===== config.mk =====
export PLATFORM = sky130hd
export DESIGN_NAME = irq_event_bank
export DESIGN_NICKNAME = d
export VERILOG_FILES = /design/src/rtl/irqb_pkg.sv /design/src/rtl/irqb_addr_dec.sv /design/src/rtl/irqb_latch_cell.sv /design/src/rtl/irqb_level_cell.sv /design/src/rtl/irqb_cause_reg.sv /design/src/rtl/irq_event_bank.sv
export SDC_FILE = /design/constraint.sdc
export NUM_CORES = 1
export LEC_CHECK = 0
export CAP_MARGIN = 0
export CORE_ASPECT_RATIO = 1.75
export CORE_UTILIZATION = 46
export DETAILED_ROUTE_END_ITERATION = 6
export GPL_TIMING_DRIVEN = 0
export PLACE_DENSITY = 0.8
export SLEW_MARGIN = 5
export SYNTH_ARGS = -nofsm -noshare
export SYNTH_HDL_FRONTEND = slang
export SYNTH_SLANG_ARGS = --single-unit
export TNS_END_PERCENT = 1

===== constraint.sdc =====
create_clock -name clk -period 1.62 [get_ports clk]
set_input_delay 0.243 -clock clk [delete_from_list [all_inputs] [get_ports clk]]
set_output_delay 0.243 -clock clk [all_outputs]
set_load 0.01 [all_outputs]

===== src/rtl/irqb_pkg.sv =====
package irqb_pkg;

  localparam int NSRC = 12;

  // bit positions of the sources
  localparam int B_RX_UNDER = 0;
  localparam int B_RX_OVER  = 1;
  localparam int B_RX_FULL  = 2;
  localparam int B_TX_OVER  = 3;
  localparam int B_TX_EMPTY = 4;
  localparam int B_RD_REQ   = 5;
  localparam int B_TX_ABORT = 6;
  localparam int B_RX_DONE  = 7;
  localparam int B_ACTIVITY = 8;
  localparam int B_STOP     = 9;
  localparam int B_START    = 10;
  localparam int B_GCALL    = 11;

  // sources that follow a level instead of being latched
  localparam logic [NSRC-1:0] LVL_SRC = (NSRC'(1) << B_RX_FULL) | (NSRC'(1) << B_TX_EMPTY);

  // register map
  localparam int A_MSTAT   = 'h2c;
  localparam int A_MASK    = 'h30;
  localparam int A_RAW     = 'h34;
  localparam int A_CLR_ALL = 'h40;
  localparam int A_CLR_1ST = 'h44;
  localparam int A_CAUSE   = 'h80;

  typedef enum logic [2:0] {
    RS_NONE,
    RS_MSTAT,
    RS_MASK,
    RS_RAW,
    RS_CLRALL,
    RS_CLR1,
    RS_CAUSE
  } rd_sel_e;

  // clear register of a latched source: one word per latched bit below it
  function automatic int clr_addr(input int b);
    int k;
    k = 0;
    for (int j = 0; j < b; j++) begin
      if (!LVL_SRC[j]) k++;
    end
    return A_CLR_1ST + 4 * k;
  endfunction

endpackage


===== src/rtl/irqb_addr_dec.sv =====
module irqb_addr_dec import irqb_pkg::*; #(
  parameter int ADDR_W = 8
) (
  input  logic              req,
  input  logic              we,
  input  logic [ADDR_W-1:0] addr,
  output rd_sel_e           rd_sel,
  output logic [NSRC-1:0]   clr_one,
  output logic              clr_all,
  output logic              mask_we
);

  logic            rd;
  logic [NSRC-1:0] hit;

  assign rd = req & ~we;

  for (genvar i = 0; i < NSRC; i++) begin : g_hit
    if (LVL_SRC[i]) begin : g_none
      assign hit[i] = 1'b0;
    end else begin : g_cmp
      assign hit[i] = (addr == ADDR_W'(clr_addr(i)));
    end
  end

  assign clr_one = hit & {NSRC{rd}};

  always_comb begin
    rd_sel  = RS_NONE;
    clr_all = 1'b0;
    mask_we = req & we & (addr == ADDR_W'(A_MASK));
    if (rd) begin
      if (|hit)                               rd_sel = RS_CLR1;
      else if (addr == ADDR_W'(A_MSTAT))      rd_sel = RS_MSTAT;
      else if (addr == ADDR_W'(A_MASK))       rd_sel = RS_MASK;
      else if (addr == ADDR_W'(A_RAW))        rd_sel = RS_RAW;
      else if (addr == ADDR_W'(A_CAUSE))      rd_sel = RS_CAUSE;
      else if (addr == ADDR_W'(A_CLR_ALL)) begin
        rd_sel  = RS_CLRALL;
        clr_all = 1'b1;
      end
    end
  end

endmodule


===== src/rtl/irqb_latch_cell.sv =====
module irqb_latch_cell (
  input  logic clk,
  input  logic rst_n,
  input  logic evt,
  input  logic clr,
  output logic raw
);

  logic q, d;

  // event has priority over a clear in the same cycle
  always_comb d = evt | (q & ~clr);

  always_ff @(posedge clk or negedge rst_n) begin
    if (!rst_n) q <= 1'b0;
    else        q <= d;
  end

  assign raw = q;


  evt_wins_chk: assert property (@(posedge clk) disable iff (!rst_n) evt |=> raw);

  clr_drop_chk: assert property (@(posedge clk) disable iff (!rst_n) (clr && !evt) |=> !raw);

endmodule


===== src/rtl/irqb_level_cell.sv =====
module irqb_level_cell (
  input  logic clk,
  input  logic rst_n,
  input  logic lvl,
  output logic raw
);

  logic q;

  always_ff @(posedge clk or negedge rst_n) begin
    if (!rst_n) q <= 1'b0;
    else        q <= lvl;
  end

  assign raw = q;


  lvl_follow_chk: assert property (@(posedge clk) disable iff (!rst_n) 1'b1 |=> (raw == $past(lvl)));

endmodule


===== src/rtl/irqb_cause_reg.sv =====
module irqb_cause_reg #(
  parameter int CAUSE_W = 13
) (
  input  logic               clk,
  input  logic               rst_n,
  input  logic               abort_evt,
  input  logic [CAUSE_W-1:0] cause_in,
  input  logic               clr,
  output logic [CAUSE_W-1:0] cause
);

  logic [CAUSE_W-1:0] q, d;
  logic               en;

  assign en = abort_evt | clr;

  always_comb begin
    d = q;
    if (abort_evt) d = clr ? cause_in : (q | cause_in);
    else if (clr)  d = '0;
  end

  always_ff @(posedge clk or negedge rst_n) begin
    if (!rst_n)  q <= '0;
    else if (en) q <= d;
  end

  assign cause = q;


  cause_clr_chk: assert property (@(posedge clk) disable iff (!rst_n)
    (clr && !abort_evt) |=> (cause == '0));

  cause_acc_chk: assert property (@(posedge clk) disable iff (!rst_n)
    abort_evt |=> ((cause & $past(cause_in)) == $past(cause_in)));

endmodule


===== src/rtl/irq_event_bank.sv =====
module irq_event_bank import irqb_pkg::*; #(
  parameter int ADDR_W  = 8,
  parameter int DATA_W  = 32,
  parameter int CAUSE_W = 13
) (
  input  logic               clk,
  input  logic               rst_n,
  input  logic [NSRC-1:0]    src_in,
  input  logic [CAUSE_W-1:0] abort_cause_in,
  input  logic               host_req,
  input  logic               host_we,
  input  logic [ADDR_W-1:0]  host_addr,
  input  logic [NSRC-1:0]    host_wdata,
  output logic [DATA_W-1:0]  host_rdata,
  output logic               host_rvalid,
  output logic               irq_o
);

  rd_sel_e            rd_sel;
  logic [NSRC-1:0]    clr_one;
  logic               clr_all;
  logic               mask_we;
  logic [NSRC-1:0]    raw;
  logic [NSRC-1:0]    mask_q;
  logic [CAUSE_W-1:0] cause;
  logic [DATA_W-1:0]  rdata_d, rdata_q;
  logic               rvalid_d, rvalid_q;
  logic [NSRC-1:0]    masked;

  irqb_addr_dec #(.ADDR_W(ADDR_W)) u_dec (
    .req     (host_req),
    .we      (host_we),
    .addr    (host_addr),
    .rd_sel  (rd_sel),
    .clr_one (clr_one),
    .clr_all (clr_all),
    .mask_we (mask_we)
  );

  for (genvar i = 0; i < NSRC; i++) begin : g_src
    if (LVL_SRC[i]) begin : g_lvl
      irqb_level_cell u_cell (
        .clk   (clk),
        .rst_n (rst_n),
        .lvl   (src_in[i]),
        .raw   (raw[i])
      );
    end else begin : g_lat
      irqb_latch_cell u_cell (
        .clk   (clk),
        .rst_n (rst_n),
        .evt   (src_in[i]),
        .clr   (clr_one[i] | clr_all),
        .raw   (raw[i])
      );
    end
  end

  irqb_cause_reg #(.CAUSE_W(CAUSE_W)) u_cause (
    .clk       (clk),
    .rst_n     (rst_n),
    .abort_evt (src_in[B_TX_ABORT]),
    .cause_in  (abort_cause_in),
    .clr       (clr_one[B_TX_ABORT] | clr_all),
    .cause     (cause)
  );

  always_ff @(posedge clk or negedge rst_n) begin
    if (!rst_n)       mask_q <= '0;
    else if (mask_we) mask_q <= host_wdata;
  end

  assign masked = raw & mask_q;

  always_comb begin
    rvalid_d = host_req & ~host_we;
    rdata_d  = '0;
    case (rd_sel)
      RS_MSTAT:  rdata_d = DATA_W'(masked);
      RS_MASK:   rdata_d = DATA_W'(mask_q);
      RS_RAW:    rdata_d = DATA_W'(raw);
      RS_CLRALL: rdata_d = DATA_W'(|(raw & ~LVL_SRC));
      RS_CLR1:   rdata_d = DATA_W'(|(raw & clr_one));
      RS_CAUSE:  rdata_d = DATA_W'(cause);
      default:   rdata_d = '0;
    endcase
  end

  always_ff @(posedge clk or negedge rst_n) begin
    if (!rst_n) begin
      rdata_q  <= '0;
      rvalid_q <= 1'b0;
    end else begin
      rdata_q  <= rdata_d;
      rvalid_q <= rvalid_d;
    end
  end

  assign host_rdata  = rdata_q;
  assign host_rvalid = rvalid_q;
  assign irq_o       = |masked;


  mask_load_chk: assert property (@(posedge clk) disable iff (!rst_n)
    (host_req && host_we && host_addr == ADDR_W'(A_MASK)) |=> (mask_q == $past(host_wdata)));

  rd_valid_chk: assert property (@(posedge clk) disable iff (!rst_n)
    (host_req && !host_we) |=> host_rvalid);

  no_rd_chk: assert property (@(posedge clk) disable iff (!rst_n)
    !(host_req && !host_we) |=> !host_rvalid);

  irq_gate_chk: assert property (@(posedge clk) disable iff (!rst_n)
    (mask_q == '0) |-> !irq_o);

endmodule


==> metrics, run 1 <==
HP Class=input pin to register; Critical Path AT=2.00 ns; Final period util=1.11; CP Capture Type=register; number of buffers and inverters on the critical path=2; FMAX=558 MHz; max-slew violation count=0; # rows=36; DR DRC count=2; post-route ant nets=0; Place WS=-0.990 ns; H-tree level count=2; sequential area share after synthesis=0.487; CP Launch Type=input pin; post-layout total power=2.51 mW; minimum clock period after layout=1.79 ns; vias in the first global route=2194; Post-synth ARST share=1.00; number of synthesized flops with an enable pin=0; CP delay by family, top=simple AND/OR/NAND/NOR gates; Warnings, synthesis=0; FILL cells=442; port buffer count=62; WL final=6720 um; Main synth FF type=dfrtp_1; I/O pin count=83; routed vias=2224; status=complete, but fails checks; RSZ-0062 raised after global routing=yes; post-synthesis register bit count=51; layout cell share with drive strength beyond 1=0.299; clock net sink count=51; initial antenna violation count=0; worst hold path cell count=3; largest net degree at the start of global routing=42; Crit Path Max Fanout=5; Netlist cell types=46; Die Width=59.1 um; core area=5540 um^2; DIE AREA=6020 um^2; setup TNS=-2.86 ns; first-pass iteration count of the detailed router=7; GRT overflow=0; DP HPWL=4770 um; CP cell instances=buf_6 -> or4b_4 -> buf_12 -> nor3b_1 -> nand2_1 -> a31o_2; Clock Skew=0.00623 ns; Leak=1.62 nW; clk_lat worst skew=0.31 ns; final hold violation count=0; Initial Util=0.473; TritonCTS clock tree=yes; DP Cell Count=387; setup ws final=-0.173 ns; Worst IR Drop VDD=0.439 mV; Worst R2R Path Depth=6; Switching Share=0.228; Cell Area, Synth=2620 um^2; synthesis-to-finish area growth=42.2%; Max-Cap Viols=0; worst hold path endpoint=host_rvalid$_DFF_PN0_; Worst-path clk slew=0.09 ns; Clock Power Share=0.343; Die Height=102 um; FF-to-FF End=host_rdata[0]$_DFF_PN0_; DR WL/cell=16.4 um; Gate power share=0.138; min-delay src=host_we; setup slack, reg-to-reg=0.05 ns; Vias per Instance=5.42; Cell Int Power=1.94 mW; worst-margin pin slew=0.581 ns; failing checks=design-rule violations, negative setup slack; Psw=0.573 mW; CP Class=input pin to register; cells after synthesis=230; sequential power share=0.520; pwr dens=673 nW/um^2; fin nets=383; global-route wire length before repair=10400 um; DR iter-0 viols=50; Mean Syn Cell Area=11.4 um^2; Slew HR=0.612; GRT Overall Usage=0.236; gpl congestion=0.978; CTS max path bufs=2; ANT cells=0; slowest cell delay on critical path=0.61 ns; slowest cell on the critical path=or4b_4; Non-Filler Instances=410; R2R Path Start=g_src[1].g_lat.u_cell.raw$_DFF_PN0_; CTS root buffer=clkbuf_8; CTS Buf Count=5; Req. time, crit path=1.83 ns; # setup viols final=27
-- registers in the layout, summed over array words and instances, names as in the netlist --
signal,flops
host_rdata,13
u_cause.cause,13
mask_q,12
g_src.g_lat.u_cell.raw,10
g_src.g_lvl.u_cell.raw,2
host_rvalid,1
-- cell usage in the layout, fill, tap and decap left out, types with 2 or more instances in the layout --
| master | netlist | final |
|---|---|---|
| conb_1 | 1 | 19 |
| buf_2 | 3 | 8 |
| dfrtp_1 | 51 | 50 |
| a31o_2 | 9 | 9 |
| inv_1 | 2 | 2 |
| nand3_1 | 5 | 5 |
| mux2i_1 | 2 | 2 |
| a21o_1 | 2 | 2 |
| nor3b_2 | 0 | 2 |
| buf_4 | 20 | 36 |
| buf_12 | 0 | 3 |
| a221oi_2 | 0 | 3 |
| nor3b_1 | 4 | 2 |
| clkbuf_1 | 6 | 5 |
| nor2_1 | 5 | 4 |
| a221o_1 | 12 | 12 |
| a21boi_0 | 11 | 11 |
| buf_6 | 3 | 4 |
| or4b_4 | 1 | 2 |
| nand3b_1 | 4 | 4 |
| nand4_1 | 3 | 3 |
| nor3_1 | 3 | 3 |
| mux2_2 | 12 | 12 |
| clkbuf_8 | 0 | 5 |
| nor4_1 | 3 | 3 |
| dlygate4sd2_1 | 0 | 2 |
| a22o_1 | 16 | 16 |
| clkdlybuf4s50_1 | 0 | 51 |
| nand2b_1 | 3 | 2 |
| nand2_1 | 23 | 23 |
| and2_1 | 2 | 2 |
-- worst reg2reg max path, cell delays in order (launching register included) --
cell and delay, ns:
dfrtp_1 0.42, buf_4 0.16, nor4_1 0.25, nand3_1 0.14, nand4_1 0.11, nand4_1 0.11
a221o_1 0.27
-- cells in the mapped netlist, drive strengths merged, types with 2 or more instances --
cell	instances	share of area
a2111oi	2	0.014
a21boi	12	0.036
a21o	2	0.0057
a221o	12	0.046
a221oi	3	0.010
a22o	16	0.053
a31o	9	0.030
and2	2	0.0048
buf	27	0.077
clkbuf	6	0.0086
dfrtp	51	0.49
inv	2	0.0029
mux2	12	0.052
mux2i	2	0.0076
nand2	23	0.033
nand2b	3	0.0072
nand3	7	0.017
nand3b	4	0.011
nand4	3	0.0072
nor2	5	0.0072
nor3	4	0.012
nor3b	4	0.011
nor4	3	0.0072
or4b	2	0.0091
-- timing repair --
| item | in CTS | in global routing |
|---|---|---|
| pin swaps | 8 | 8 |
| hold endpoints to repair | 10 | 0 |
| setup buffers | 13 | 3 |
| hold buffers | 1 | 0 |
| resized for setup | 48 | 9 |
| setup endpoints to repair | 47 | 27 |
| gates cloned | 1 | 0 |
-- cells by family after synthesis --
| logic type | count (synthesis) | share of synthesized area |
|---|---|---|
| AND/OR/NAND/NOR | 64 | 0.143 |
| XOR/XNOR | 1 | 0.00334 |
| AO/OA/AOI/OAI | 64 | 0.218 |
| flip-flops | 51 | 0.487 |
| other | 1 | 0.00143 |
| buffers and inverters | 35 | 0.0888 |
| multiplexers | 14 | 0.0592 |
-- layout make-up --
class | count | area (um^2) | area share
Timing Repair Buffer | 81 | 759 | 0.204
Inverter | 2 | 7.51 | 0.00201
Clock buffer | 6 | 72.6 | 0.0195
Multi-Input combinational cell | 162 | 1250 | 0.335
Tap cell | 76 | 95.1 | 0.0255
Clock inverter | 1 | 30.0 | 0.00805
Sequential cell | 51 | 1280 | 0.343
Buffer | 31 | 236 | 0.0634
-- routing by layer --
metal	vias up	track usage	routed length, um
li1	1033	-	-
met1	1082	0.247	2440
met2	88	0.426	3730
met3	21	0.0418	274
met4	0	0.143	274
met5	-	0	0
-- metrics by stage --
step                       util  cell area, um^2  hold slack, ns
after floorplan               -             2710         -0.0526
after global placement    0.619             3430           0.471
after detailed placement  0.622             3440           0.138
after CTS                 0.664             3680           0.165
after global routing      0.673             3730           0.179
final                     0.673             3730           0.173
-- worst max path at each step --
stage,from,end,slack [ns],cells after the start
3_3_place_gp,rst_n,g_src[2].g_lvl.u_cell.raw$_DFF_PN0_,-1.03,1
4_1_cts,host_we,host_rdata[2]$_DFF_PN0_,-0.16,7
2_1_floorplan,host_we,u_cause.cause[0]$_DFFE_PN0P_,-0.30,7
5_1_grt,host_addr[4],host_rdata[2]$_DFF_PN0_,-0.21,7
3_5_place_dp,host_we,host_rdata[1]$_DFF_PN0_,-0.99,8
6_report,host_we,g_src[1].g_lat.u_cell.raw$_DFF_PN0_,-0.17,6
-- power by group through the flow --
stage / clock [mW] / combinational [mW] / sequential (mW)
after floorplan: 0 / 0.143 / 1.32
after CTS: 0.874 / 0.337 / 1.30
after global placement: 0 / 0.322 / 1.33
after global routing: 0.911 / 0.377 / 1.31
final: 0.860 / 0.345 / 1.30
after detailed placement: 0 / 0.329 / 1.33
Power figures use the tool's default switching activity.
==> inputs of run 2 (changes only) <==
--- a/config.mk
+++ b/config.mk
@@ -9,6 +9,7 @@
 export CORE_ASPECT_RATIO = 1.75
 export CORE_UTILIZATION = 46
 export DETAILED_ROUTE_END_ITERATION = 6
+export GPL_ROUTABILITY_DRIVEN = 0
 export GPL_TIMING_DRIVEN = 0
 export PLACE_DENSITY = 0.8
 export SLEW_MARGIN = 5
==> run 2 against run 1 <==
Net effect: the run still ends with design-rule violations, negative setup slack left; utilization increased by 0.14 points; sequential power about the same; sequential cell count unchanged; via count decreased by 0.27%; hold slack got worse by 0.0053 ns; clock power increased by 8.8%; worst setup slack improved by 0.021 ns; critical endpoint is now host_rdata[2]$_DFF_PN0_; highest routed layer unchanged.
==> metrics, run 2 (synthesis gave the netlist of run 1 again) <==
Initial Util=0.473 (unchanged); synthesis-to-finish area growth=42.5%; Final period util=1.09 (-0.0131); global-route wire length before repair=10700 um (+2.7%); Worst IR Drop VDD=0.480 mV (+9.4%); DP Cell Count=387 (unchanged); Non-Filler Instances=410 (unchanged); number of buffers and inverters on the critical path=2 (unchanged); slowest cell delay on critical path=0.63 ns (+0.02 ns); first-pass iteration count of the detailed router=7 (unchanged); Design Area, Final=3740 um^2 (+0.20%); HP Class=input pin to register; # rows=36 (unchanged); slowest cell on the critical path=or4b_4; status=complete, but fails checks; CP Capture Type=register; FILL cells=428 (-3.2%); Die Height=102 um (unchanged); clk_lat worst skew=0.30 ns (about the same); Worst-path clk slew=0.09 ns (about the same); DP HPWL=4820 um (+1.1%); Critical Path AT=2.01 ns (about the same); CTS Buf Count=5 (unchanged); setup TNS=-2.28 ns (+0.586 ns); DIE AREA=6020 um^2 (unchanged); WL final=6860 um (+2.2%); core area=5540 um^2 (unchanged); Hold Slack=0.168 ns (-0.00531 ns); CP Class=input pin to register; clock net sink count=51 (unchanged); CP delay by family, top=simple AND/OR/NAND/NOR gates; initial antenna violation count=0 (unchanged); layout cell share with drive strength beyond 1=0.305 (+0.00599); # setup viols final=27 (unchanged); Max-Cap Viols=0 (unchanged); Die Width=59.1 um (unchanged); worst-margin pin slew=0.572 ns (-0.00918 ns); DR DRC count=2 (unchanged); post-route ant nets=0 (unchanged); setup ws final=-0.152 ns (+0.0212 ns); max-slew violation count=0 (unchanged); GRT Overall Usage=0.242 (+0.00637); placed cell area=3440 um^2 (unchanged); failing checks=design-rule violations, negative setup slack; Post-Route Utilization=0.674 (+0.00135); largest net degree at the start of global routing=42 (unchanged); DR WL/cell=16.7 um (+2.2%); CP cell instances=buf_6 -> or4b_4 -> a2111oi_4 -> nand3_2 -> and3b_2 -> buf_6 -> a221o_1; Slew HR=0.618 (+0.00613); fin nets=382 (-0.26%); CP Launch Type=input pin; final hold violation count=0 (unchanged); Clock Skew=0.00324 ns (-0.00300 ns); post-layout total power=2.59 mW (+3.1%); Vias per Instance=5.41 (-0.27%); CTS root buffer=clkbuf_8; ANT cells=0 (unchanged); CP most frequent cell=buf_6; FMAX=564 MHz (+1.2%); port buffer count=62 (unchanged); pwr dens=693 nW/um^2 (+2.9%); DR iter-0 viols=116 (+130%); Req. time, crit path=1.86 ns (+0.03 ns); CTS max path bufs=2 (unchanged); TritonCTS clock tree=yes; Place WS=-0.980 ns (+0.00947 ns); vias in the first global route=2208 (+0.64%); Crit Path Max Fanout=8 (+3); routed vias=2218 (-0.27%); H-tree level count=2 (unchanged); minimum clock period after layout=1.77 ns (-0.0212 ns); most common cell after layout, fill and taps aside=clkdlybuf4s50_1; I/O pin count=83 (unchanged); most frequent cells in the layout=51 x clkdlybuf4s50_1, 50 x dfrtp_1, 37 x buf_4, 23 x nand2_1, 19 x conb_1; RSZ-0062 raised after global routing=yes; GRT overflow=0 (unchanged); Leak=1.63 nW (+0.39%)
[run 2: cell count changes in the layout (fill, tap and decap cells not counted), sizes merged]
| cell | delta |
|---|---|
| clkbuf | -1 |
| inv | +1 |
[run 2: worst paths after layout]
| path | from | slack (ns) | depth (start not counted) | to |
|---|---|---|---|---|
| setup / recovery | host_addr[0] | -0.15 | 7 | host_rdata[2]$_DFF_PN0_ |
| hold / removal | host_we | 0.17 | 3 | host_rvalid$_DFF_PN0_ |
| setup reg to reg | g_src[8].g_lat.u_cell.raw$_DFF_PN0_ | -0.07 | 6 | host_rdata[0]$_DFF_PN0_ |
| hold reg to reg | u_cause.cause[12]$_DFFE_PN0P_ | 0.51 | 1 | host_rdata[12]$_DFF_PN0_ |
| max in group asynchronous | rst_n | 0.74 | 3 | g_src[8].g_lat.u_cell.raw$_DFF_PN0_ |
| min in group asynchronous | rst_n | 0.37 | 2 | host_rvalid$_DFF_PN0_ |
[run 2: layout make-up]
type,count,area [um^2],share of cell area
Inverter,2,7.51,0.00201
Clock buffer,6,82.6,0.0221
Timing Repair Buffer,80,748,0.200
Clock inverter,2,38.8,0.0104
Sequential cell,51,1280,0.342
Tap cell,76,95.1,0.0255
Multi-Input combinational cell,162,1260,0.337
Buffer,31,229,0.0613
[run 2: tightest hold or removal path, delay by kind of cell]
family        cells  cell delay, ns
simple gates      1            0.04
buf+inv           2            0.17
[run 2: report_power, final]
part           switching [mW]  leakage (nW)  internal (mW)
Sequential             0.0154         0.586           1.29
Clock                   0.427        0.0618          0.508
Combinational           0.153         0.977          0.196
Total                   0.596          1.63           1.99
[run 2: what timing repair did]
| item | in CTS | in global routing |
|---|---|---|
| endpoints found under the setup margin | 47 | 27 |
| hold buffers | 1 | 0 |
| resized for setup | 52 | 9 |
| hold endpoints to repair | 10 | 0 |
| setup buffers | 15 | 0 |
| cloned | 1 | 0 |
| pin swaps | 10 | 5 |
[run 2: per-layer routing]
layer / routed length [um] / track usage / part of all wire
met2: 3850 / 0.453 / 0.56
met5: 0 / 0 / 0
met3: 310 / 0.0329 / 0.045
met1: 2440 / 0.255 / 0.35
met4: 262 / 0.126 / 0.038
==> inputs of run 3 (changes only) <==
--- a/config.mk
+++ b/config.mk
@@ -7,6 +7,7 @@
 export LEC_CHECK = 0
 export CAP_MARGIN = 0
 export CORE_ASPECT_RATIO = 1.75
+export CORE_MARGIN = 2
 export CORE_UTILIZATION = 46
 export DETAILED_ROUTE_END_ITERATION = 6
 export GPL_ROUTABILITY_DRIVEN = 0
==> run 3 against run 2 <==
Net effect: combinational power grew 5%; critical endpoint unchanged; count of clock-buffer cells in the layout did not move; register-to-register slack gained 0.08 ns; largest power group unchanged; highest routed layer unchanged; design area rose by 2.4%; clock power is 2% lower; critical path type unchanged; the run ends with negative setup slack left; final cell count up 2.7%; via count grew 0.68%.
==> metrics, run 3 (synthesis gave the netlist of run 1 again) <==
Place WS=-0.992 ns (-0.0121 ns); initial antenna violation count=0 (unchanged); global-route wire length before repair=10800 um (+1.2%); HP Class=input pin to register; Clock Skew=0.00890 ns (+0.00566 ns); FILL cells=431 (+0.70%); CP Launch Type=input pin; Die Height=104 um (+2.0%); ANT cells=0 (unchanged); CP Class=input pin to register; GRT overflow=0 (unchanged); post-layout total power=2.58 mW (-0.16%); Vias per Instance=5.30 (-2.0%); vias in the first global route=2227 (+0.86%); pwr dens=676 nW/um^2 (-2.5%); most common cell after layout, fill and taps aside=clkdlybuf4s50_1; Reg area=1280 um^2 (unchanged); Critical Path AT=2.01 ns (about the same); DR iter-0 viols=127 (+9.5%); first-pass iteration count of the detailed router=4 (-3); GRT Overall Usage=0.227 (-0.0156); Req. time, crit path=1.86 ns (about the same); routed vias=2233 (+0.68%); CTS root buffer=clkbuf_8; minimum clock period after layout=1.77 ns (-0.00148 ns); Initial Util=0.473 (unchanged); Worst-path clk slew=0.09 ns (about the same); status=complete, but fails checks; clk_lat worst skew=0.31 ns (about the same); RSZ-0062 raised after global routing=yes; Final period util=1.09 (about the same); Crit Path Max Fanout=5 (-3); CTS Buf Count=5 (unchanged); layout cell share with drive strength beyond 1=0.333 (+0.0279); area occupied by multi-input gates=1260 um^2 (-0.10%); clock net sink count=51 (unchanged); CP Capture Type=register; synthesis-to-finish area growth=45.9%; port buffer count=62 (unchanged); Design Area, Final=3820 um^2 (+2.4%); WL final=6990 um (+1.8%); post-route ant nets=0 (unchanged); CTS max path bufs=2 (unchanged); max-slew violation count=0 (unchanged); FMAX=565 MHz (about the same); # setup viols final=24 (-11%); # rows=36 (unchanged); fin nets=393 (+2.9%); Die Width=61.1 um (+3.4%); setup TNS=-2.66 ns (-0.379 ns); Leak=1.69 nW (+3.9%); DP HPWL=4840 um (+0.51%); TritonCTS clock tree=yes; failing checks=negative setup slack; H-tree level count=2 (unchanged); most frequent cells in the layout=51 x clkdlybuf4s50_1, 50 x dfrtp_1, 46 x buf_4, 23 x nand2_1, 19 x conb_1; DR WL/cell=16.6 um (-0.85%); core area=5540 um^2 (unchanged); placed cell area=3440 um^2 (unchanged); final hold violation count=0 (unchanged); setup slack, reg-to-reg=0.01 ns (+0.08 ns); I/O pin count=83 (unchanged); largest net degree at the start of global routing=42 (unchanged); DR DRC count=0 (-2); DIE AREA=6340 um^2 (+5.4%); Hold Slack=0.169 ns (+0.00122 ns); Post-Route Utilization=0.690 (+0.0160); Non-Filler Instances=421 (+2.7%); setup ws final=-0.150 ns (+0.00148 ns); Worst IR Drop VDD=0.400 mV (-17%); Max-Cap Viols=0 (unchanged); DP Cell Count=387 (unchanged)
## run 3: report_power, final
part | internal (mW) | switching [mW]
clock | 0.500 | 0.416
sequential | 1.29 | 0.0147
combinational | 0.208 | 0.157
## run 3: worst paths after layout
check	startpoint	end	cells after the start
worst max-delay path	host_addr[5]	host_rdata[2]$_DFF_PN0_	7
max in group asynchronous	rst_n	g_src[8].g_lat.u_cell.raw$_DFF_PN0_	3
worst min-delay path	host_we	host_rvalid$_DFF_PN0_	3
worst max register to register	g_src[1].g_lat.u_cell.raw$_DFF_PN0_	host_rdata[0]$_DFF_PN0_	6
worst min register to register	u_cause.cause[12]$_DFFE_PN0P_	host_rdata[12]$_DFF_PN0_	1
min in group asynchronous	rst_n	host_rvalid$_DFF_PN0_	2
## run 3: critical path, cell delays in order
cell	delay (ns)
buf_8	0.10
or4b_4	0.55
a2111oi_4	0.36
nand3_2	0.16
and3b_2	0.31
buf_6	0.13
a221o_1	0.16
## run 3: area by class of cell
class / count / area share
buffer: 31 / 0.0618
timing repair buffer: 91 / 0.218
tap: 76 / 0.0249
clock buffer: 6 / 0.0216
multi-input combinational: 162 / 0.328
clock inverter: 2 / 0.00916
inverter: 2 / 0.00196
sequential: 51 / 0.334
## run 3: layer usage
metal / GRT usage / share of wire / vias up
met5: 0 / 0 / -
met2: 0.403 / 0.56 / 94
met4: 0.0916 / 0.028 / 0
li1: - / - / 1055
met1: 0.253 / 0.36 / 1067
met3: 0.0361 / 0.048 / 17
## run 3: what timing repair did
action                                  4_1_cts  5_1_grt
buffers inserted                             20        6
pin swaps                                    14        5
gates resized for setup                      50       11
cloned                                        1        0
hold buffers                                  1        0
hold endpoints to repair                     10        0
endpoints found under the setup margin       47       31
